[src/rtl/trig_pkg.sv]
package trig_pkg;
    localparam logic [2:0] MODE_EDGE    = 3'd0;
    localparam logic [2:0] MODE_WINDOW  = 3'd1;
    localparam logic [2:0] MODE_HYST    = 3'd2;
    localparam logic [2:0] MODE_DIGITAL = 3'd3;
    localparam logic [2:0] MODE_IMMED   = 3'd4;
    localparam logic [2:0] MODE_SOFT    = 3'd5;

    typedef enum logic [1:0] {
        ST_IDLE  = 2'd0,
        ST_ARMED = 2'd1,
        ST_DEAD  = 2'd2,
        ST_HOLD  = 2'd3
    } tstate_e;
endpackage

[src/rtl/trig_sync.sv]
module trig_sync #(
    parameter int W = 15
) (
    input  logic         clk,
    input  logic         rst_n,
    input  logic [W-1:0] d_async,
    output logic [W-1:0] q_sync
);
    genvar gi;
    generate
        for (gi = 0; gi < W; gi++) begin : g_bit
            logic [1:0] stg;
            always_ff @(posedge clk or negedge rst_n) begin
                if (!rst_n) stg <= 2'b00;
                else        stg <= {stg[0], d_async[gi]};
            end
            assign q_sync[gi] = stg[1];
        end
    endgenerate
endmodule

[src/rtl/trig_digital.sv]
module trig_digital #(
    parameter int N_LINES = 15,
    parameter int SEL_W   = 4
) (
    input  logic               clk,
    input  logic               rst_n,
    input  logic [N_LINES-1:0] lines_s,
    input  logic [SEL_W-1:0]   sel,
    input  logic               falling,
    output logic               hit
);
    localparam int SPAN = 1 << SEL_W;

    logic [SPAN-1:0] padded;
    logic            sel_ok;
    logic            cur;
    logic            phase;
    logic            half_q;
    logic            half_ok;

    always_comb begin
        padded = '0;
        padded[N_LINES-1:0] = lines_s;
    end

    assign sel_ok = (int'(sel) < N_LINES);
    assign cur    = padded[sel];

    // Sampling every second clock gives the two-period digital resolution.
    always_ff @(posedge clk or negedge rst_n) begin
        if (!rst_n) begin
            phase   <= 1'b0;
            half_q  <= 1'b0;
            half_ok <= 1'b0;
            hit     <= 1'b0;
        end else begin
            phase <= ~phase;
            hit   <= 1'b0;
            if (phase) begin
                half_q  <= cur;
                half_ok <= 1'b1;
                hit     <= sel_ok && half_ok &&
                           (falling ? (half_q && !cur) : (!half_q && cur));
            end
        end
    end

    assert_half_rate_R5: assert property (@(posedge clk) disable iff (!rst_n)
        hit |=> !hit)
        else $error("digital hit on two adjacent clocks");
endmodule

[src/rtl/trig_analog.sv]
module trig_analog
    import trig_pkg::*;
#(
    parameter int SMP_W = 14
) (
    input  logic                    clk,
    input  logic                    rst_n,
    input  logic                    en,
    input  logic                    valid,
    input  logic signed [SMP_W-1:0] sample,
    input  logic [2:0]              mode,
    input  logic                    falling,
    input  logic                    win_exit,
    input  logic signed [SMP_W-1:0] level,
    input  logic signed [SMP_W-1:0] low,
    input  logic signed [SMP_W-1:0] high,
    input  logic [SMP_W-1:0]        hyst,
    output logic                    hit
);
    localparam int XW = SMP_W + 2;

    logic signed [XW-1:0] cur_x, prev_x, lvl_x, lo_x, hi_x, hys_x;
    logic signed [SMP_W-1:0] prev_q;
    logic prev_ok;
    logic hy_arm;
    logic edge_hit, win_hit, pass_arm, in_prev, in_cur;

    assign cur_x  = XW'(sample);
    assign prev_x = XW'(prev_q);
    assign lvl_x  = XW'(level);
    assign lo_x   = XW'(low);
    assign hi_x   = XW'(high);
    assign hys_x  = $signed({2'b00, hyst});

    always_comb begin
        edge_hit = falling ? (prev_x >= lvl_x && cur_x < lvl_x)
                           : (prev_x < lvl_x && cur_x >= lvl_x);
        in_prev  = (prev_x >= lo_x) && (prev_x <= hi_x);
        in_cur   = (cur_x >= lo_x) && (cur_x <= hi_x);
        win_hit  = win_exit ? (in_prev && !in_cur) : (!in_prev && in_cur);
        pass_arm = falling ? (cur_x >= lvl_x + hys_x) : (cur_x <= lvl_x - hys_x);
        hit = 1'b0;
        if (valid && prev_ok) begin
            case (mode)
                MODE_EDGE:   hit = edge_hit;
                MODE_WINDOW: hit = win_hit;
                MODE_HYST:   hit = hy_arm && edge_hit;
                default:     hit = 1'b0;
            endcase
        end
    end

    always_ff @(posedge clk or negedge rst_n) begin
        if (!rst_n) begin
            prev_q  <= '0;
            prev_ok <= 1'b0;
        end else if (valid) begin
            prev_q  <= sample;
            prev_ok <= 1'b1;
        end
    end

    always_ff @(posedge clk or negedge rst_n) begin
        if (!rst_n)                                     hy_arm <= 1'b0;
        else if (!en)                                   hy_arm <= 1'b0;
        else if (valid && prev_ok && hy_arm && edge_hit) hy_arm <= 1'b0;
        else if (valid && pass_arm)                     hy_arm <= 1'b1;
    end

    assert_arm_cause_R4: assert property (@(posedge clk) disable iff (!rst_n)
        $rose(hy_arm) |-> $past(en) && $past(valid))
        else $error("hysteresis armed without an enabled valid sample");
endmodule

[src/rtl/trig_detect_unit.sv]
module trig_detect_unit
    import trig_pkg::*;
#(
    parameter int SMP_W    = 14,
    parameter int N_ACH    = 8,
    parameter int N_DIG    = 15,
    parameter int IDX_W    = 32,
    parameter int HOLD_W   = 64,
    parameter int DEAD_MIN = 130,
    localparam int ASEL_W  = $clog2(N_ACH),
    localparam int DSEL_W  = $clog2(N_DIG + 1)
) (
    input  logic                      clk,
    input  logic                      rst_n,
    input  logic                      cfg_enable,
    input  logic [2:0]                cfg_mode,
    input  logic                      cfg_slope,
    input  logic                      cfg_win_exit,
    input  logic [ASEL_W-1:0]         cfg_ach_sel,
    input  logic [DSEL_W-1:0]         cfg_dsel,
    input  logic signed [SMP_W-1:0]   cfg_level,
    input  logic signed [SMP_W-1:0]   cfg_low,
    input  logic signed [SMP_W-1:0]   cfg_high,
    input  logic [SMP_W-1:0]          cfg_hyst,
    input  logic [HOLD_W-1:0]         cfg_holdoff,
    input  logic                      smp_valid,
    input  logic [N_ACH*SMP_W-1:0]    smp_bus,
    input  logic [N_DIG-1:0]          dig_lines,
    input  logic                      sw_strobe,
    output logic                      trig_pulse,
    output logic [IDX_W-1:0]          trig_index
);
    localparam int ASPAN = 1 << ASEL_W;
    localparam logic [HOLD_W-1:0] FLOOR_LAST = HOLD_W'(DEAD_MIN - 1);
    localparam logic [HOLD_W-1:0] FLOOR_LEN  = HOLD_W'(DEAD_MIN);

    logic signed [SMP_W-1:0] ch_arr [ASPAN];
    logic [N_DIG-1:0] dig_s;
    logic an_hit, dg_hit, src_hit, fire;
    logic [HOLD_W-1:0] blk_cnt;
    logic [IDX_W-1:0]  smp_count;
    tstate_e state, state_nx;

    genvar gc;
    generate
        for (gc = 0; gc < ASPAN; gc++) begin : g_ch
            if (gc < N_ACH) begin : g_real
                assign ch_arr[gc] = smp_bus[gc*SMP_W +: SMP_W];
            end else begin : g_pad
                assign ch_arr[gc] = '0;
            end
        end
    endgenerate

    trig_sync #(.W(N_DIG)) u_sync (
        .clk(clk), .rst_n(rst_n), .d_async(dig_lines), .q_sync(dig_s)
    );

    trig_digital #(.N_LINES(N_DIG), .SEL_W(DSEL_W)) u_dig (
        .clk(clk), .rst_n(rst_n), .lines_s(dig_s), .sel(cfg_dsel),
        .falling(cfg_slope), .hit(dg_hit)
    );

    trig_analog #(.SMP_W(SMP_W)) u_ana (
        .clk(clk), .rst_n(rst_n), .en(cfg_enable), .valid(smp_valid),
        .sample(ch_arr[cfg_ach_sel]), .mode(cfg_mode), .falling(cfg_slope),
        .win_exit(cfg_win_exit), .level(cfg_level), .low(cfg_low),
        .high(cfg_high), .hyst(cfg_hyst), .hit(an_hit)
    );

    always_comb begin
        case (cfg_mode)
            MODE_EDGE, MODE_WINDOW, MODE_HYST: src_hit = an_hit;
            MODE_DIGITAL:                      src_hit = dg_hit;
            MODE_IMMED:                        src_hit = 1'b1;
            MODE_SOFT:                         src_hit = sw_strobe;
            default:                           src_hit = 1'b0;
        endcase
    end

    assign fire = (state == ST_ARMED) && cfg_enable && src_hit;

    always_comb begin
        state_nx = state;
        unique case (state)
            ST_IDLE:  if (cfg_enable) state_nx = ST_ARMED;
            ST_ARMED: begin
                if (!cfg_enable) state_nx = ST_IDLE;
                else if (fire)   state_nx = ST_DEAD;
            end
            ST_DEAD: begin
                if (!cfg_enable) state_nx = ST_IDLE;
                else if (blk_cnt == FLOOR_LAST)
                    state_nx = (cfg_holdoff > FLOOR_LEN) ? ST_HOLD : ST_ARMED;
            end
            ST_HOLD: begin
                if (!cfg_enable) state_nx = ST_IDLE;
                else if (blk_cnt >= cfg_holdoff - 1'b1) state_nx = ST_ARMED;
            end
        endcase
    end

    // State register and blocking counter.
    always_ff @(posedge clk or negedge rst_n) begin
        if (!rst_n) begin
            state   <= ST_IDLE;
            blk_cnt <= '0;
        end else begin
            state <= state_nx;
            if (state == ST_DEAD || state == ST_HOLD) blk_cnt <= blk_cnt + 1'b1;
            else                                      blk_cnt <= '0;
        end
    end

    // Outputs.
    always_ff @(posedge clk or negedge rst_n) begin
        if (!rst_n) begin
            trig_pulse <= 1'b0;
            trig_index <= '0;
            smp_count  <= '0;
        end else begin
            trig_pulse <= fire;
            if (fire)      trig_index <= smp_count;
            if (smp_valid) smp_count  <= smp_count + 1'b1;
        end
    end

    assert_pulse_single_R9: assert property (@(posedge clk) disable iff (!rst_n)
        trig_pulse |=> !trig_pulse)
        else $error("trigger pulse wider than one clock");

    assert_idle_silent_R10: assert property (@(posedge clk) disable iff (!rst_n)
        (state == ST_IDLE) |=> !trig_pulse)
        else $error("pulse produced while disabled");

    assert_armed_source_R8: assert property (@(posedge clk) disable iff (!rst_n)
        trig_pulse |-> $past(state) == ST_ARMED)
        else $error("pulse not issued from the armed state");

    assert_hold_floor_R8: assert property (@(posedge clk) disable iff (!rst_n)
        (state == ST_HOLD) |-> blk_cnt >= FLOOR_LEN)
        else $error("holdoff entered before dead-time floor elapsed");
endmodule

[config.mk]
export PLATFORM = sky130hd
export DESIGN_NAME = trig_detect_unit
export DESIGN_NICKNAME = d
export VERILOG_FILES = /design/src/rtl/trig_pkg.sv /design/src/rtl/trig_sync.sv /design/src/rtl/trig_digital.sv /design/src/rtl/trig_analog.sv /design/src/rtl/trig_detect_unit.sv
export SDC_FILE = /design/constraint.sdc
export NUM_CORES = 1
export LEC_CHECK = 0
export ABC_AREA = 0
export ABC_CLOCK_PERIOD_IN_PS = 3500
export BUFFER_PORTS_ARGS = -buffer_cell sky130_fd_sc_hd__buf_2
export CAP_MARGIN = 30
export CORE_UTILIZATION = 52
export DETAILED_ROUTE_END_ITERATION = 7
export PLACE_DENSITY = 0.79
export SYNTH_ARGS = -nofsm -noshare
export SYNTH_HDL_FRONTEND = slang
export SYNTH_SLANG_ARGS = --single-unit
[constraint.sdc]
create_clock -name clk -period 3.5 [get_ports clk]
set_input_delay 0.35 -clock clk [delete_from_list [all_inputs] [get_ports clk]]
set_output_delay 0.35 -clock clk [all_outputs]
set_load 0.02 [all_outputs]
==> results of run 1 <==
## final timing paths
path,start,endpoint,slack (ns),cells after the start
worst max-delay path,cfg_holdoff[30],state[1],-0.52,19
worst min-delay path,dig_lines[12],u_sync.g_bit[12].stg[0],0.02,1
worst max register to register,u_ana.prev_q[3],trig_index[16],-0.16,11
worst min register to register,u_sync.g_bit[12].stg[0],u_sync.g_bit[12].stg[1],0.34,0
max in group asynchronous,rst_n,u_ana.prev_ok,2.08,4
min in group asynchronous,rst_n,trig_index[13],0.38,2
## synth_stat cells, types with 7 or more instances
| master | number | share of area |
|---|---|---|
| nor4_1 | 20 | 0.0082 |
| mux2_2 | 31 | 0.023 |
| mux4_2 | 32 | 0.047 |
| nand2_1 | 90 | 0.022 |
| o211ai_1 | 7 | 0.0035 |
| nor2b_1 | 30 | 0.012 |
| ha_1 | 214 | 0.18 |
| xnor2_1 | 118 | 0.068 |
| o21ai_0 | 49 | 0.016 |
| dfrtp_1 | 181 | 0.30 |
| nand4_1 | 47 | 0.019 |
| nand3_1 | 53 | 0.017 |
| nand2b_1 | 12 | 0.0049 |
| a21boi_0 | 7 | 0.0035 |
| a211oi_1 | 10 | 0.0049 |
| o21a_1 | 14 | 0.0069 |
| xor2_1 | 51 | 0.029 |
| clkbuf_1 | 23 | 0.0057 |
| a21oi_1 | 65 | 0.021 |
| or3_1 | 26 | 0.011 |
| or4_1 | 9 | 0.0044 |
| nor2_1 | 81 | 0.020 |
| and2_1 | 58 | 0.024 |
| and3_1 | 25 | 0.010 |
| nor3_1 | 43 | 0.014 |
| inv_1 | 92 | 0.023 |
| mux2_4 | 29 | 0.029 |
| and4_1 | 16 | 0.0092 |
| a21o_1 | 20 | 0.0099 |
## critical path, delay by kind of cell
family	cells	cell delay, ns
buffers and inverters	2	0.16
adders and majority gates	1	0.31
AOI/OAI and AO/OA	2	0.43
xor gates and xnor gates	1	0.15
and+or+nand+nor	13	2.95
## logic make-up after synthesis
kind of cell,Yosys count,share of synthesized area
flops,181,0.2978
fa+ha+maj,216,0.1787
buf+inv,126,0.03274
xor+xnor,169,0.09732
compound gates,225,0.09724
mux,97,0.1023
simple gates,538,0.1940
## power groups by stage
stage | clock network (W) | registers, W | logic, W
detailed placement | 0 | 0.00237 | 0.00198
global placement | 0 | 0.00236 | 0.00190
finish | 0.00201 | 0.00233 | 0.00212
floorplan | 0 | 0.00238 | 0.00111
global route | 0.00212 | 0.00235 | 0.00234
CTS | 0.00203 | 0.00233 | 0.00205
## registers in the layout, summed over array words and instances (netlist names)
signal / flops
u_dig.half_q: 1
trig_index: 32
u_dig.half_ok: 1
u_dig.hit: 1
smp_count: 32
u_ana.prev_q: 14
blk_cnt: 64
u_ana.prev_ok: 1
u_sync.g_bit.stg: 30
u_ana.hy_arm: 1
u_dig.phase: 1
state: 2
trig_pulse: 1
## routing by layer
layer,routed length [um],global-route usage,vias up
met3,3031,0.06574,125
met2,22610,0.5277,529
li1,-,-,6655
met5,21,0,-
met1,19850,0.4032,6785
met4,1557,0.1206,4
## stage by stage
stage                     instances    util
after floorplan                1552       -
after global placement         2400  0.6563
after detailed placement       2401  0.6573
after CTS                      2448  0.6906
after global routing           2459  0.6982
final                          2459  0.6982
## area by class of cell
type	count	area, um^2
Tap cell	384	480.5
Antenna cell	4	10.01
Multi-Input combinational cell	1245	10620
Fill cell	2191	8662
Timing Repair Buffer	520	3393
Clock buffer	17	425.4
Inverter	93	361.6
Clock inverter	15	216.5
Sequential cell	181	4529
## repair_timing
action,in CTS,in global routing
gates cloned,2,2
resized for setup,32,38
pin swaps,22,29
hold endpoints to repair,45,1
endpoints found under the setup margin,36,36
setup buffers,5,7
hold buffers,8,1
==> impl_metrics.py, run 1 <==
metrics = {
    "drt": {
        "ant_nets": 0,
        "viasPerCell": 5.733,
        "vias": 14100,
        "drc": 0,
        "firstDrtPassIters": 5,
        "routed_wl_mm": 47.08,
        "wl_per_cell_um": 19.14,
        "drt_iter0_drc": 1032,
    },
    "worst_setup_path": {
        "cp_common_cell": "or3_4",
        "endpoint_kind": "register",
        "crit_path_max_fanout": 3,
        "critPathSlowestCell": "or4_4",
        "critPathArrivalTime_ns": 4.36,
        "crit_type": "in2reg",
        "cp_cell_sequence": "buf_6, or4_4, or3_4, or3_4, or3_4, nor3_4, inv_2, nor2_2, nand2_1, xor2_1, ha_1, and3_4, nand3_2, nor4_4, nand4_1, nor3_2, o311a_1, nor3_1, o31a_1",
        "crit_path_max_incr_delay_ns": 0.52,
        "cp.required_ns": 3.83,
        "setup.worst_path.start_class": "input port",
    },
    "die": {
        "fp.dieH_um": 173.0,
        "io-pin-count": 297,
        "die_area_um2": 29940,
        "fp-row-count": 62,
        "start_util": 0.5299,
        "die_x_um": 173.0,
        "core_region_area_um2": 28700,
    },
    "timing": {
        "max_freq_ghz": 0.2486,
        "max_slew_margin": 0.6028,
        "setup_viol": 34,
        "worstMarginPinSlew_ns": 0.5904,
        "setup_ws_ns": -0.5233,
        "fin_setup_tns_ns": -9.499,
        "fin_skew_ns": 0.01654,
        "rsz0062_at_grt": "yes",
        "drv_slew": 0,
        "hold_viol": 0,
        "period_share": 1.150,
        "hold_slack_ns": 0.02188,
        "fin_crit_ns": 4.023,
    },
    "run_status": {
        "violations": "negative setup slack",
        "outcome": "finished, violations left",
    },
    "hold_path": {
        "hold_class": "in2reg",
    },
    "clocking": {
        "cts_buffers": 17,
        "htree_levels": 4,
        "clk_latency_ns": 0.44,
        "root_buffer": "clkbuf_16",
        "clock_sinks": 181,
        "clockBufferDepth": 2,
        "clk_pin_slew_worst_paths_ns": 0.07,
        "cts_tree": "yes",
    },
    "cells_and_area": {
        "drive_gt1_frac": 0.3462,
        "area_delta_synth_final_pct": 31.76,
        "final_area_um2": 20040,
        "final_cell_mix": "292 x buf_2, 202 x ha_1, 201 x buf_4, 181 x dfrtp_1, 118 x xnor2_1",
        "layout_commonest_cell": "buf_2",
        "fin_nets": 2538,
    },
    "placed_design": {
        "dp_worst_setup_slack_ns": -1.027,
        "io_buffers": 296,
        "place_congestion": 1.048,
        "place_hpwl_mm": 37.74,
        "postPlaceCellArea_um2": 18870,
    },
    "global_route": {
        "grt_pass1_vias": 14470,
        "grt_max_degree": 88,
        "grt_antenna_before_repair": 6,
        "grt_pass1_wl_mm": 74.65,
        "grt_overflow": 0,
        "grt_usage": 0.3165,
    },
    "flow_run": {
        "cap_violations": 0,
    },
    "power_and_ir_drop": {
        "power.total_w": 0.006465,
        "power_density_nw_per_um2": 322.6,
        "clkPwrFrac": 0.311,
        "peakVddDrop_v": 0.0002992,
        "power_switching_w": 0.002208,
        "switching_share": 0.3416,
        "leakage_nw": 9.905,
        "combPwrFrac": 0.328,
        "power_frac_seq": 0.361,
        "p_int_w": 0.004257,
    },
    "logic_synthesis": {
        "synth_edf_count": 0,
        "synth.avg_cell_area_um2": 9.800,
        "ys_ff_latch": 181,
        "ys.flop_type": "dfrtp_1",
        "ys_seq_area_frac": 0.2978,
        "syn-num-nets": 2032,
        "async_flop_share": 1.000,
        "netlist_area_um2": 15210,
        "synthCells": 1552,
        "yosysUniqueCellTypes": 73,
        "synth_warnings": 0,
    },
}
No activity file was read; power rests on OpenSTA's default activity.
==> run 2: changes to the inputs <==
--- a/config.mk
+++ b/config.mk
@@ -9,9 +9,9 @@
 export ABC_CLOCK_PERIOD_IN_PS = 3500
 export BUFFER_PORTS_ARGS = -buffer_cell sky130_fd_sc_hd__buf_2
 export CAP_MARGIN = 30
-export CORE_UTILIZATION = 52
+export CORE_UTILIZATION = 47
 export DETAILED_ROUTE_END_ITERATION = 7
-export PLACE_DENSITY = 0.79
+export PLACE_DENSITY = 0.72
 export SYNTH_ARGS = -nofsm -noshare
 export SYNTH_HDL_FRONTEND = slang
 export SYNTH_SLANG_ARGS = --single-unit
==> run 2 against run 1 <==
Effect of this change: sequential share of layout area about the same; the flow still finishes with violations (negative setup slack); critical endpoint unchanged; highest routed layer is now met4; register-to-register slack about the same; sequential power about the same; largest power group unchanged.
==> impl_metrics.py, run 2 (same netlist as run 1, synthesis figures left out) <==
metrics = {
    "run_status": {
        "outcome": "finished, violations left",
        "violations": "negative setup slack",
    },
    "die": {
        "core_region_area_um2": 31720,
        "fp-row-count": 65,
        "fp.dieH_um": 181.9,
        "die_x_um": 181.9,
        "io-pin-count": 297,
        "die_area_um2": 33080,
        "start_util": 0.4795,
    },
    "worst_setup_path": {
        "endpoint_kind": "register",
        "crit_type": "in2reg",
        "critPathLaunch": "cfg_holdoff[30]",
        "cp.required_ns": 3.83,
        "critPathArrivalTime_ns": 4.38,
        "setup.worst_path.start_class": "input port",
        "crit_path_max_fanout": 3,
        "reg2reg_from": "u_ana.prev_q[4]",
    },
    "cells_and_area": {
        "largestRegisters": "blk_cnt: 64 flops, smp_count: 32 flops, trig_index: 32 flops",
        "instances_no_fill": 2494,
        "fin_nets": 2553,
        "final_cell_mix": "292 x buf_2, 208 x buf_4, 206 x ha_1, 181 x dfrtp_1, 118 x xnor2_1",
        "layout_commonest_cell": "buf_2",
        "final_area_um2": 20080,
        "largest_reg_flops": 64,
        "fillers": 2699,
        "drive_gt1_frac": 0.3429,
        "largest_register": "blk_cnt",
        "area_delta_synth_final_pct": 32.03,
        "final_core_util": 0.6331,
    },
    "clocking": {
        "clockBufferDepth": 2,
        "cts_tree": "yes",
        "root_buffer": "clkbuf_16",
        "cts_buffers": 17,
        "clk_pin_slew_worst_paths_ns": 0.07,
        "clock_sinks": 181,
        "htree_levels": 4,
        "clk_latency_ns": 0.45,
    },
    "global_route": {
        "grt_pass1_wl_mm": 73.54,
        "grt_usage": 0.2851,
        "grt_overflow": 0,
        "grt_pass1_vias": 14350,
        "grt_antenna_before_repair": 7,
        "grt_max_degree": 81,
    },
    "timing": {
        "max_slew_margin": 0.5103,
        "setup_ws_ns": -0.5494,
        "fin_skew_ns": 0.01455,
        "drv_slew": 0,
        "max_freq_ghz": 0.2470,
        "fin_crit_ns": 4.049,
        "hold_slack_ns": 0.02388,
        "period_share": 1.157,
        "hold_viol": 0,
        "rsz0062_at_grt": "yes",
        "setup_viol": 34,
        "worstMarginPinSlew_ns": 0.7346,
    },
    "drt": {
        "drc": 0,
        "wl_met2_mm": 22.33,
        "ant_nets": 0,
        "vias": 14000,
        "firstDrtPassIters": 7,
        "wl_met1_mm": 19.96,
        "top_layer_used": "met4",
        "wl_per_cell_um": 18.60,
        "routed_wl_mm": 46.39,
        "drt_iter0_drc": 721,
        "wl_met3_mm": 2.889,
        "viasPerCell": 5.613,
    },
    "power_and_ir_drop": {
        "power.total_w": 0.006333,
        "power_density_nw_per_um2": 315.4,
        "leakage_nw": 9.953,
        "peakVddDrop_v": 0.0003016,
    },
    "flow_run": {
        "cap_violations": 0,
    },
    "hold_path": {
        "hold_class": "in2reg",
        "min_from": "dig_lines[8]",
    },
    "placed_design": {
        "place_inst": 2428,
        "io_buffers": 296,
        "postPlaceCellArea_um2": 18950,
        "place_congestion": 1.003,
        "place_hpwl_mm": 37.82,
    },
}
run 2: layout make-up:
cell class	instances	area [um^2]	share of cell area
Antenna cell	7	17.52	0.0008723
Tap cell	402	503.0	0.02505
Sequential cell	181	4529	0.2256
Clock inverter	13	133.9	0.006667
Multi-Input combinational cell	1245	10550	0.5255
Timing Repair Buffer	535	3543	0.1765
Inverter	93	361.6	0.01801
Clock buffer	18	439.2	0.02187
run 2: final timing paths:
kind / end / slack (ns) / cells after the start
max in group asynchronous: blk_cnt[15] / 2.14 / 3
worst min-delay path: u_sync.g_bit[8].stg[0] / 0.02 / 1
worst max register to register: trig_index[7] / -0.16 / 13
worst max-delay path: state[1] / -0.55 / 20
min in group asynchronous: smp_count[14] / 0.51 / 2
worst min register to register: u_sync.g_bit[14].stg[1] / 0.35 / 0
run 2: metal layers:
metal,vias to the layer above,global-route usage
met5,-,0
met4,0,0.09916
met3,83,0.06478
met2,390,0.4838
met1,6822,0.3559
li1,6704,-
run 2: stage by stage:
stage          setup TNS [ns]  setup slack (ns)
2_1_floorplan          -17.44           -0.6073
3_3_place_gp           -26.15           -0.8599
3_5_place_dp           -27.76            -1.009
4_1_cts                -12.98           -0.5111
5_1_grt                -16.79           -0.7827
6_report               -11.71           -0.5494
run 2: worst max-delay path: stages:
cell      delay (ns)
buf_2           0.10
or4_4           0.53
or3_4           0.34
or3_4           0.35
or3_4           0.36
nor3_4          0.15
inv_2           0.07
nor2_2          0.10
nand2_1         0.07
xor2_1          0.15
ha_1            0.31
and3_4          0.19
nand3_2         0.11
nor4_4          0.33
nand4_1         0.19
nor3_2          0.17
a21oi_1         0.10
o311ai_1        0.08
nor3_1          0.10
o31a_1          0.24
run 2: report_power, final:
| part | internal, W | switching, W |
|---|---|---|
| clock network | 0.000965 | 0.000919 |
| logic | 0.00106 | 0.00106 |
| registers | 0.00221 | 0.000117 |
run 2: what timing repair did:
action                                  4_1_cts  5_1_grt
endpoints found under the setup margin       35       36
setup buffers                                 8        3
resized for setup                            36       22
gates cloned                                  5        0
pin swaps                                    31       24
hold buffers                                 15        0
hold endpoints to repair                     90        0
==> run 3: changes to the inputs <==
--- a/config.mk
+++ b/config.mk
@@ -10,8 +10,10 @@
 export BUFFER_PORTS_ARGS = -buffer_cell sky130_fd_sc_hd__buf_2
 export CAP_MARGIN = 30
 export CORE_UTILIZATION = 47
+export CTS_BUF_LIST = sky130_fd_sc_hd__clkbuf_4
 export DETAILED_ROUTE_END_ITERATION = 7
 export PLACE_DENSITY = 0.72
+export SLEW_MARGIN = 10
 export SYNTH_ARGS = -nofsm -noshare
 export SYNTH_HDL_FRONTEND = slang
 export SYNTH_SLANG_ARGS = --single-unit
==> run 3 against run 2 <==
Effect of this change: the run still ends with negative setup slack left; first-iteration DRC count is 4.0% lower; die area stayed put; power is 13% lower; maximum frequency is 4.5% higher; sequential power hardly changed; combinational power is 2% lower; utilization is 1.2 points lower; sequential share of layout area is 0.46 points higher; via count is 0.49% lower; largest power group unchanged; highest routed layer unchanged.
==> impl_metrics.py, run 3 (same netlist as run 1, synthesis figures left out) <==
metrics = {
    "run_status": {
        "outcome": "finished, violations left",
        "violations": "negative setup slack",
    },
    "power_and_ir_drop": {
        "switching_share": 0.3552,
        "leakage_nw": 9.794,
        "clkPwrFrac": 0.205,
        "p_int_w": 0.003571,
        "power_frac_seq": 0.421,
        "power_switching_w": 0.001967,
        "peakVddDrop_v": 0.0002014,
        "combPwrFrac": 0.374,
        "power_density_nw_per_um2": 281.3,
    },
    "clocking": {
        "clockBufferDepth": 2,
        "clk_latency_ns": 0.60,
        "cts_buffers": 17,
        "htree_levels": 4,
        "clock_sinks": 181,
        "cts_tree": "yes",
        "root_buffer": "clkbuf_4",
        "clk_pin_slew_worst_paths_ns": 0.17,
    },
    "timing": {
        "period_share": 1.107,
        "hold_slack_ns": 0.05514,
        "max_slew_margin": 0.5090,
        "drv_slew": 0,
        "setup_ws_ns": -0.3758,
        "setup_viol": 34,
        "hold_viol": 0,
        "max_freq_ghz": 0.2580,
        "rsz0062_at_grt": "yes",
        "fin_skew_ns": 0.02546,
        "fin_crit_ns": 3.876,
        "worstMarginPinSlew_ns": 0.7365,
    },
    "placed_design": {
        "io_buffers": 296,
        "place_congestion": 1.003,
        "place_inst": 2428,
        "place_hpwl_mm": 37.82,
        "dp_worst_setup_slack_ns": -1.009,
        "postPlaceCellArea_um2": 18950,
    },
    "worst_setup_path": {
        "reg2reg_from": "u_ana.prev_q[4]",
        "cp_cell_sequence": "buf_2, or4_4, or3_4, or3_4, or3_4, nor3_4, inv_2, nor2_2, nand2_1, xor2_1, ha_1, and3_4, nand3_2, nor4_4, nand4_1, nor3_2, o311a_1, nor3_1, o31a_1",
        "critPathArrivalTime_ns": 4.39,
        "crit_type": "in2reg",
        "cp.required_ns": 4.01,
        "crit_path_max_fanout": 3,
        "endpoint": "state[1]",
        "endpoint_kind": "register",
        "setup.worst_path.start_class": "input port",
        "r2r-end": "trig_index[15]",
        "critPathSlowestCell": "or4_4",
        "rrSetupSlack_ns": -0.12,
        "crit_path_max_incr_delay_ns": 0.53,
        "cp_common_cell": "or3_4",
        "ff2ff_path_depth": 13,
        "critPathLaunch": "cfg_holdoff[30]",
    },
    "drt": {
        "vias": 13930,
        "firstDrtPassIters": 5,
        "viasPerCell": 5.584,
        "routed_wl_mm": 45.53,
        "drt_iter0_drc": 692,
        "drc": 0,
        "wl_per_cell_um": 18.25,
        "ant_nets": 0,
    },
    "die": {
        "fp.dieH_um": 181.9,
        "core_region_area_um2": 31720,
        "io-pin-count": 297,
        "fp-row-count": 65,
        "die_x_um": 181.9,
        "die_area_um2": 33080,
        "start_util": 0.4795,
    },
    "global_route": {
        "grt_usage": 0.2805,
        "grt_overflow": 0,
        "grt_pass1_wl_mm": 72.75,
        "grt_max_degree": 81,
        "grt_antenna_before_repair": 9,
        "grt_pass1_vias": 14280,
    },
    "cells_and_area": {
        "regArea_um2": 4531,
        "layout_commonest_cell": "buf_2",
        "multi_input_area_um2": 10490,
        "fin_nets": 2552,
        "drive_gt1_frac": 0.3369,
        "largest_reg_flops": 64,
        "largestRegisters": "blk_cnt: 64 flops, smp_count: 32 flops, trig_index: 32 flops",
        "area_delta_synth_final_pct": 29.43,
        "final_cell_mix": "293 x buf_2, 207 x buf_4, 206 x ha_1, 180 x dfrtp_1, 118 x xnor2_1",
        "instances_no_fill": 2495,
        "largest_register": "blk_cnt",
        "final_area_um2": 19690,
        "fillers": 2753,
    },
    "hold_path": {
        "hold_class": "in2reg",
    },
    "flow_run": {
        "cap_violations": 0,
    },
}
## run 3: worst min-delay path by stage
stage | endpoint | depth (start not counted) | startpoint | slack (ns)
after global placement | u_sync.g_bit[6].stg[1] | 0 | u_sync.g_bit[6].stg[0] | 0.33
after floorplan | blk_cnt[0] | 0 | rst_n | 0.05
after detailed placement | u_sync.g_bit[14].stg[1] | 0 | u_sync.g_bit[14].stg[0] | 0.33
after CTS | state[1] | 2 | cfg_enable | 0.007
after global routing | state[1] | 2 | cfg_enable | 0.006
final | state[1] | 2 | cfg_enable | 0.06
## run 3: cell type report
type,count,area share
clock inverters,14,0.006991
repair buffers,534,0.1786
flip-flops and latches,181,0.2301
diodes,9,0.001144
clock buffers,17,0.006483
well taps,402,0.02555
inverters,93,0.01837
multi-input cells,1245,0.5327
## run 3: critical path: cells and delay by family
kind                     cells  cell delay [ns]
AND/OR/NAND/NOR             13             2.97
AO/OA/AOI/OAI                2             0.45
adder cells (fa/ha/maj)      1             0.31
buffers and inverters        2             0.17
XOR/XNOR                     1             0.15
## run 3: routing by layer
layer,part of all wire,wire [um],GRT usage,up-vias
li1,-,-,-,6710
met1,0.43,19730,0.3542,6776
met2,0.47,21610,0.4708,362
met3,0.066,3001,0.06739,83
met4,0.026,1186,0.09210,0
met5,0,0,0,-
## run 3: what timing repair did
item / in CTS / in global routing
setup buffers: 5 / 3
hold buffers: 16 / 0
setup endpoints to repair: 33 / 35
resized for setup: 15 / 26
endpoints found under the hold margin: 91 / 0
pin swaps: 0 / 23
cloned: 5 / 0
## run 3: metrics by stage
step                utilization  setup TNS [ns]  power [W]
CTS                      0.6183          -5.191   0.005537
global route             0.6205          -8.480   0.005893
finish                   0.6207          -5.195   0.005538
floorplan                     -          -17.44   0.003492
global placement         0.5974          -26.15   0.004277
detailed placement       0.5974          -27.76   0.004344
## run 3: power groups by stage
stage | registers (W) | clock network, W | logic [W]
floorplan | 0.00238 | 0 | 0.00111
global placement | 0.00236 | 0 | 0.00191
detailed placement | 0.00237 | 0 | 0.00198
CTS | 0.00233 | 0.00118 | 0.00203
global route | 0.00235 | 0.00125 | 0.00229
finish | 0.00233 | 0.00114 | 0.00207
